===== config.mk =====
export PLATFORM = sky130hd
export DESIGN_NAME = hdr_reload_dma
export DESIGN_NICKNAME = d
export VERILOG_FILES = /design/src/rtl/hdr_dma_pkg.sv /design/src/rtl/hdr_dma_desc.sv /design/src/rtl/hdr_dma_fsm.sv /design/src/rtl/hdr_dma_status.sv /design/src/rtl/hdr_reload_dma.sv
export SDC_FILE = /design/constraint.sdc
export NUM_CORES = 1
export LEC_CHECK = 0
export CAP_MARGIN = 20
export CORE_MARGIN = 4
export CORE_UTILIZATION = 40
export DETAILED_ROUTE_END_ITERATION = 10
export DONT_BUFFER_PORTS = 1
export GPL_ROUTABILITY_DRIVEN = 1
export PLACE_DENSITY = 0.66
export SLEW_MARGIN = 10
export SYNTH_ARGS = -nofsm -noshare
export SYNTH_HDL_FRONTEND = slang
export SYNTH_HIERARCHICAL = 1
export SYNTH_SLANG_ARGS = --single-unit

===== constraint.sdc =====
create_clock -name clk -period 3.1 [get_ports clk]
set_input_delay 0.31 -clock clk [delete_from_list [all_inputs] [get_ports clk]]
set_output_delay 0.31 -clock clk [all_outputs]
set_load 0.05 [all_outputs]

===== src/rtl/hdr_dma_pkg.sv =====
package hdr_dma_pkg;
  localparam int WORD_W        = 32;
  localparam int CMD_IRQ_BIT   = 31;
  localparam int CMD_WAIT_BIT  = 28;
  localparam int LINK_STOP_BIT = 0;

  typedef enum logic [2:0] {
    S_IDLE, S_FETCH, S_CHECK, S_WAIT, S_READ, S_WRITE, S_DONE
  } st_e;

  // byte address of descriptor word idx
  function automatic logic [WORD_W-1:0] fetch_addr(logic [WORD_W-1:0] base, logic [1:0] idx);
    return base + {{(WORD_W-4){1'b0}}, idx, 2'b00};
  endfunction

  // next descriptor pointer from a link word
  function automatic logic [WORD_W-1:0] link_target(logic [WORD_W-1:0] link);
    return {link[WORD_W-1:2], 2'b00};
  endfunction

  function automatic logic [WORD_W-1:0] word_next(logic [WORD_W-1:0] a);
    return a + WORD_W'(4);
  endfunction
endpackage


===== src/rtl/hdr_dma_desc.sv =====
module hdr_dma_desc
  import hdr_dma_pkg::*;
#(
  parameter int LEN_W = 16
) (
  input  logic              clk,
  input  logic              rst_n,
  input  logic              load_base,
  input  logic [WORD_W-1:0] base_i,
  input  logic              follow,
  input  logic              ld_en,
  input  logic [1:0]        ld_idx,
  input  logic [WORD_W-1:0] word_i,
  input  logic              data_ld,
  input  logic              step,
  output logic [WORD_W-1:0] ptr_o,
  output logic [WORD_W-1:0] link_o,
  output logic [WORD_W-1:0] src_o,
  output logic [WORD_W-1:0] tgt_o,
  output logic [LEN_W-1:0]  rem_o,
  output logic              irq_en_o,
  output logic              wait_en_o,
  output logic [WORD_W-1:0] data_o
);
  localparam logic [LEN_W-1:0] STEP_LEN = LEN_W'(4);

  always_ff @(posedge clk or negedge rst_n) begin
    if (!rst_n) begin
      ptr_o     <= '0;
      link_o    <= '0;
      src_o     <= '0;
      tgt_o     <= '0;
      rem_o     <= '0;
      irq_en_o  <= 1'b0;
      wait_en_o <= 1'b0;
      data_o    <= '0;
    end else begin
      if (load_base) ptr_o <= link_target(base_i);
      else if (follow) ptr_o <= link_target(link_o);
      if (ld_en) begin
        unique case (ld_idx)
          2'd0: link_o <= word_i;
          2'd1: src_o  <= word_i;
          2'd2: tgt_o  <= word_i;
          default: begin
            rem_o     <= {word_i[LEN_W-1:2], 2'b00};
            irq_en_o  <= word_i[CMD_IRQ_BIT];
            wait_en_o <= word_i[CMD_WAIT_BIT];
          end
        endcase
      end
      if (data_ld) data_o <= word_i;
      if (step) begin
        src_o <= word_next(src_o);
        tgt_o <= word_next(tgt_o);
        rem_o <= rem_o - STEP_LEN;
      end
    end
  end
endmodule


===== src/rtl/hdr_dma_fsm.sv =====
module hdr_dma_fsm
  import hdr_dma_pkg::*;
#(
  parameter int LEN_W = 16
) (
  input  logic             clk,
  input  logic             rst_n,
  input  logic             start_i,
  input  logic             stop_i,
  input  logic             req_i,
  input  logic             mem_ready_i,
  input  logic             mem_err_i,
  input  logic [LEN_W-1:0] rem_i,
  input  logic             link_stop_i,
  input  logic             wait_en_i,
  output st_e              st_o,
  output logic [1:0]       idx_o,
  output logic             bus_act_o,
  output logic             ld_en_o,
  output logic             data_ld_o,
  output logic             step_o,
  output logic             load_base_o,
  output logic             follow_o,
  output logic             done_evt_o,
  output logic             halt_evt_o,
  output logic             err_evt_o
);
  localparam logic [LEN_W-1:0] STEP_LEN = LEN_W'(4);

  st_e        st_q, st_d;
  logic [1:0] idx_q, idx_d;
  logic       stop_pend_q;
  logic       beat_ok, beat_err, last_word;

  assign bus_act_o   = (st_q == S_FETCH) || (st_q == S_READ) || (st_q == S_WRITE);
  assign beat_ok     = bus_act_o && mem_ready_i && !mem_err_i;
  assign beat_err    = bus_act_o && mem_ready_i && mem_err_i;
  assign last_word   = (rem_i == STEP_LEN);
  assign ld_en_o     = (st_q == S_FETCH) && beat_ok;
  assign data_ld_o   = (st_q == S_READ) && beat_ok;
  assign step_o      = (st_q == S_WRITE) && beat_ok;
  assign load_base_o = (st_q == S_IDLE) && start_i;
  assign done_evt_o  = (st_q == S_DONE);
  assign halt_evt_o  = done_evt_o && (link_stop_i || stop_pend_q);
  assign follow_o    = done_evt_o && !halt_evt_o;
  assign err_evt_o   = beat_err;
  assign st_o        = st_q;
  assign idx_o       = idx_q;

  always_comb begin
    st_d  = st_q;
    idx_d = idx_q;
    unique case (st_q)
      S_IDLE:  if (start_i) begin st_d = S_FETCH; idx_d = 2'd0; end
      S_FETCH: begin
        if (beat_err) st_d = S_IDLE;
        else if (beat_ok) begin
          if (idx_q == 2'd3) st_d = S_CHECK;
          else idx_d = idx_q + 2'd1;
        end
      end
      S_CHECK: begin
        if (rem_i == '0) st_d = S_DONE;
        else if (wait_en_i) st_d = S_WAIT;
        else st_d = S_READ;
      end
      S_WAIT:  if (req_i) st_d = S_READ;
      S_READ: begin
        if (beat_err) st_d = S_IDLE;
        else if (beat_ok) st_d = S_WRITE;
      end
      S_WRITE: begin
        if (beat_err) st_d = S_IDLE;
        else if (beat_ok) st_d = last_word ? S_DONE : S_READ;
      end
      S_DONE: begin
        if (halt_evt_o) st_d = S_IDLE;
        else begin st_d = S_FETCH; idx_d = 2'd0; end
      end
      default: st_d = S_IDLE;
    endcase
  end

  always_ff @(posedge clk or negedge rst_n) begin
    if (!rst_n) begin
      st_q        <= S_IDLE;
      idx_q       <= 2'd0;
      stop_pend_q <= 1'b0;
    end else begin
      st_q  <= st_d;
      idx_q <= idx_d;
      if (st_d == S_IDLE) stop_pend_q <= 1'b0;
      else if (stop_i && st_q != S_IDLE) stop_pend_q <= 1'b1;
    end
  end
endmodule


===== src/rtl/hdr_dma_status.sv =====
module hdr_dma_status (
  input  logic clk,
  input  logic rst_n,
  input  logic end_set,
  input  logic end_clr,
  input  logic stop_set,
  input  logic stop_clr,
  input  logic err_set,
  input  logic err_clr,
  output logic end_o,
  output logic stop_o,
  output logic err_o
);
  // set wins over a clear in the same cycle
  always_ff @(posedge clk or negedge rst_n) begin
    if (!rst_n) begin
      end_o  <= 1'b0;
      stop_o <= 1'b0;
      err_o  <= 1'b0;
    end else begin
      if (end_set) end_o <= 1'b1; else if (end_clr) end_o <= 1'b0;
      if (stop_set) stop_o <= 1'b1; else if (stop_clr) stop_o <= 1'b0;
      if (err_set) err_o <= 1'b1; else if (err_clr) err_o <= 1'b0;
    end
  end
endmodule


===== src/rtl/hdr_reload_dma.sv =====
module hdr_reload_dma
  import hdr_dma_pkg::*;
#(
  parameter int LEN_W = 16
) (
  input  logic              clk,
  input  logic              rst_n,
  input  logic              start_i,
  input  logic [WORD_W-1:0] base_i,
  input  logic              stop_i,
  input  logic              req_i,
  input  logic              clr_end_i,
  input  logic              clr_stop_i,
  input  logic              clr_err_i,
  output logic              mem_req_o,
  output logic              mem_we_o,
  output logic [WORD_W-1:0] mem_addr_o,
  output logic [WORD_W-1:0] mem_wdata_o,
  input  logic [WORD_W-1:0] mem_rdata_i,
  input  logic              mem_ready_i,
  input  logic              mem_err_i,
  output logic              busy_o,
  output logic              stopped_o,
  output logic              err_o,
  output logic              end_irq_o
);
  st_e               st;
  logic [1:0]        fetch_idx;
  logic              bus_act, ld_en, data_ld, step, load_base, follow;
  logic              done_evt, halt_evt, err_evt;
  logic [WORD_W-1:0] ptr, link, src, tgt, data_q;
  logic [LEN_W-1:0]  rem;
  logic              irq_en, wait_en;

  hdr_dma_fsm #(.LEN_W(LEN_W)) u_fsm (
    .clk(clk), .rst_n(rst_n), .start_i(start_i), .stop_i(stop_i), .req_i(req_i),
    .mem_ready_i(mem_ready_i), .mem_err_i(mem_err_i), .rem_i(rem),
    .link_stop_i(link[LINK_STOP_BIT]), .wait_en_i(wait_en),
    .st_o(st), .idx_o(fetch_idx), .bus_act_o(bus_act), .ld_en_o(ld_en),
    .data_ld_o(data_ld), .step_o(step), .load_base_o(load_base), .follow_o(follow),
    .done_evt_o(done_evt), .halt_evt_o(halt_evt), .err_evt_o(err_evt)
  );

  hdr_dma_desc #(.LEN_W(LEN_W)) u_desc (
    .clk(clk), .rst_n(rst_n), .load_base(load_base), .base_i(base_i), .follow(follow),
    .ld_en(ld_en), .ld_idx(fetch_idx), .word_i(mem_rdata_i), .data_ld(data_ld),
    .step(step), .ptr_o(ptr), .link_o(link), .src_o(src), .tgt_o(tgt), .rem_o(rem),
    .irq_en_o(irq_en), .wait_en_o(wait_en), .data_o(data_q)
  );

  hdr_dma_status u_stat (
    .clk(clk), .rst_n(rst_n),
    .end_set(done_evt && irq_en), .end_clr(clr_end_i),
    .stop_set(halt_evt), .stop_clr(clr_stop_i),
    .err_set(err_evt), .err_clr(clr_err_i),
    .end_o(end_irq_o), .stop_o(stopped_o), .err_o(err_o)
  );

  always_comb begin
    unique case (st)
      S_FETCH: mem_addr_o = fetch_addr(ptr, fetch_idx);
      S_READ:  mem_addr_o = src;
      S_WRITE: mem_addr_o = tgt;
      default: mem_addr_o = '0;
    endcase
  end

  assign mem_req_o   = bus_act;
  assign mem_we_o    = (st == S_WRITE);
  assign mem_wdata_o = (st == S_WRITE) ? data_q : '0;
  assign busy_o      = (st != S_IDLE);
endmodule


==> summary by stage <==
Outcome
The flow ran to the end, but the final reports show violations. The checks that failed: hold timing.

Global routing
The global-route wire length before repair is 50000 um. The via count of the first global-routing pass is 8800. The pin count of the biggest net entering global routing is between 150 and 200.

The initial antenna violation count was 0. The total routing usage reported by global routing is 21.6%. For this run the aggregate overflow at the end of global routing stands at 0.

CTS
The clock transition at the registers of the reported paths is approximately 0.080 ns. TritonCTS built the clock tree. For this design, the sink count on the clock tree is between 150 and 200. The maximum number of buffers from clock root to sink is 2.

The TritonCTS buffer count is 17. The clock root buffer master is clkbuf_16. The worst-skew pair later-pin latency is 0.44 ns.

The H-tree generated during clock tree synthesis spans 4 levels.

Synthesis
Synthesis produced 1167 cells. The synthesized area divided by synthesized cell count is 9.15 um^2. The count of yosys warnings during synthesis is 6. In this run the cell area of the synthesized design comes to 0.0107 mm^2.

Critical path
The critical path in this run is classified as reg2out. The required time of the worst setup path is 2.79 ns. The slowest stage cell on the critical path is dfrtp_1. In this run the worst path has a maximum fanout of 4. In this run the critical register-to-register path is launched from u_fsm/st_o[2]$_DFF_PN0_. The arrival time reported for the critical path endpoint is 2.58 ns. The worst setup path is captured at an output port.

The setup check on the worst reg-to-reg path leaves a slack of 0.46 ns. For this run, the slowest stage of the critical path takes about 0.42 ns. The most critical setup path has its startpoint at u_fsm/idx_o[0]$_DFFE_PN0P_. Traced cell by cell, the critical path runs through ha_1 -> fa_1 -> nand3_2 -> nor2_1 -> and4_1 -> xnor2_1 -> o22ai_1 -> buf_4.

The startpoint type of the worst setup path is a flop. The logic depth of the worst register-to-register path is 7. The endpoint of the worst-slack reg-to-reg timing path is u_desc/src_o[9]$_DFFE_PN0P_. Following the worst setup path forward leads to its endpoint at mem_addr_o[12].

Timing
The final clock period utilization by the worst path is 93.3%. The post-route clock skew is 0.0131 ns. The transition time at the pin with the least slew margin is slightly below 0.9 ns. The worst-case hold slack is -0.439 ns.

The achievable frequency is about 350 MHz. Setup violations remaining at the end of the flow were counted as 0. In this run the tightest slew margin relative to its limit is 40.1%. The final count of hold timing violations is 182. Setup repair after global routing left no endpoint under its margin.

The worst path in the final design needs a cycle of roughly 2.9 ns, including I/O delays and setup. The count of pins over their slew limit is 0. For the final routed database, the setup TNS stands at 0 ns.

Pwr
The worst supply voltage drop on vdd is 0.000816 V. The leakage power figure is 5.19 nW. For this design the ratio of total power to cell area is 936 mW/mm^2.

Die
Once the floorplan was initialized, standard cells occupied ~41% of the core. The number of placement rows is 59. The die span in x is 171 um. The die is ~170 um tall. The total area inside the core boundary comes to 0.0261 mm^2. The die covers 0.0294 mm^2. The top-level port count is 144.

Placement
Input and output buffers added on the ports amount to 0. Detailed placement ended at an HPWL of ~22000 um. At the end of routability-driven placement, the weighted congestion stood at 0.893.

Route
The detail-routed net length per standard cell is 20.3 um. The number of nets with antenna violations after routing is 0. The mean number of vias per cell is 5.75.

The first routing iteration left 801 violations. The DRC violation count after routing is 0. The number of iterations in the first detailed-routing pass is 5. The routed wire length is 31900 um. The detailed router placed 9041 vias in this run.

Min path
The class of the tightest hold or removal check is in2async.

Final layout
Of the cells placed in the final design, the portion with a size suffix greater than 1 is ~18%. The repair_antennas step left the layout with diodes totalling 0. At the end of the flow, the number of nets in the layout was 1306. Relative to the synthesized area, the layout overhead comes to 16.0%.

Run
Max-cap violations in this run came to 0.
==> layout by cell type, fill, tap and decap left out, drive strengths merged, types with 3 or more instances in the layout <==
cell type	count
nand2b	6
mux2i	39
a211oi	10
nor4	16
o22ai	6
clkinv	6
nor2b	5
o21ai	75
dlygate4sd3	25
nand3b	4
a31oi	14
nand3	30
nor3	27
o221a	5
nand2	212
ha	6
clkbuf	17
a21oi	46
and2	38
nand4	31
a311oi	5
and3	38
mux2	70
conb	4
buf	83
a21o	3
nor3b	4
nor2	66
xor2	32
inv	24
dfrtp	182
a22oi	28
and4	10
xnor2	44
or4	3
==> metrics by stage <==
| step | cell area [um^2] | power, mW | util [%] | setup slack, ns | std cells |
|---|---|---|---|---|---|
| floorplan | 10700 | 7.84 | - | 0.104 | 1170 |
| global route | 12400 | 12.3 | 47.4 | 0.0792 | 1573 |
| global placement | 11500 | 9.12 | 44.0 | 0.491 | 1515 |
| CTS | 12300 | 11.6 | 47.1 | 0.00183 | 1565 |
| finish | 12400 | 11.6 | 47.4 | 0.208 | 1573 |
| detailed placement | 11500 | 9.26 | 44.0 | 0.468 | 1515 |
==> metal layers <==
metal / part of all wire (%) / track usage, % / vias up
li1: - / - / 4225
met1: 46 / 31.8 / 4483
met2: 46 / 33.7 / 315
met3: 6.3 / 3.59 / 18
met4: 1.3 / 4.96 / 0
met5: 0 / 0 / -
==> critical path, delay by kind of cell (launching register included) <==
family / cells / cell delay, ns
AOI/OAI and AO/OA: 1 / 0.22
buffers and inverters: 1 / 0.25
DFF: 1 / 0.42
xor gates and xnor gates: 1 / 0.12
adders and majority gates: 2 / 0.67
and+or+nand+nor: 3 / 0.47
==> state kept, by name (all words and copies together), names as in the netlist <==
name	cells
u_desc/tgt_o	32
u_stat/stop_o	1
u_fsm/idx_o	2
u_desc/ptr_o	30
u_desc/wait_en_o	1
u_fsm/st_o	3
u_desc/rem_o	14
u_desc/data_o	32
u_stat/end_o	1
u_stat/err_o	1
u_fsm/stop_pend_q	1
u_desc/link_o	31
u_desc/src_o	32
u_desc/irq_en_o	1
==> worst min-delay path by stage <==
stage          startpoint                             to  slack [ns]  cells past startpoint
3_3_place_gp        rst_n  u_desc/data_o[11]$_DFFE_PN0P_        0.02                      0
3_5_place_dp        rst_n  u_desc/data_o[11]$_DFFE_PN0P_        0.02                      0
2_1_floorplan       rst_n   u_desc/data_o[0]$_DFFE_PN0P_        0.01                      0
4_1_cts             rst_n  u_desc/data_o[11]$_DFFE_PN0P_       -0.46                      0
6_report            rst_n  u_desc/data_o[11]$_DFFE_PN0P_       -0.44                      0
5_1_grt             rst_n  u_desc/data_o[11]$_DFFE_PN0P_       -0.47                      0
==> report_power, final <==
| group | switching (mW) | internal [mW] | total, mW |
|---|---|---|---|
| logic | 2.70 | 1.95 | 4.65 |
| registers | 1.27 | 3.41 | 4.68 |
| clock network | 1.10 | 1.16 | 2.26 |
==> layout make-up <==
type | count | area, um^2
multi-input cells | 898 | 5810
inverters | 18 | 67.6
well taps | 335 | 419
flip-flops and latches | 182 | 4560
repair buffers | 108 | 923
clock inverters | 15 | 183
fillers | 2470 | 13800
clock buffers | 17 | 425
==> repair_timing <==
| item | 4_1_cts | 5_1_grt |
|---|---|---|
| gates resized for setup | 0 | 3 |
| endpoints found under the hold margin | 200 | 189 |
| hold buffers | 18 | 7 |
| endpoints found under the setup margin | 0 | 18 |
| buffers inserted | 0 | 1 |
(Power assumes the default switching activity.)
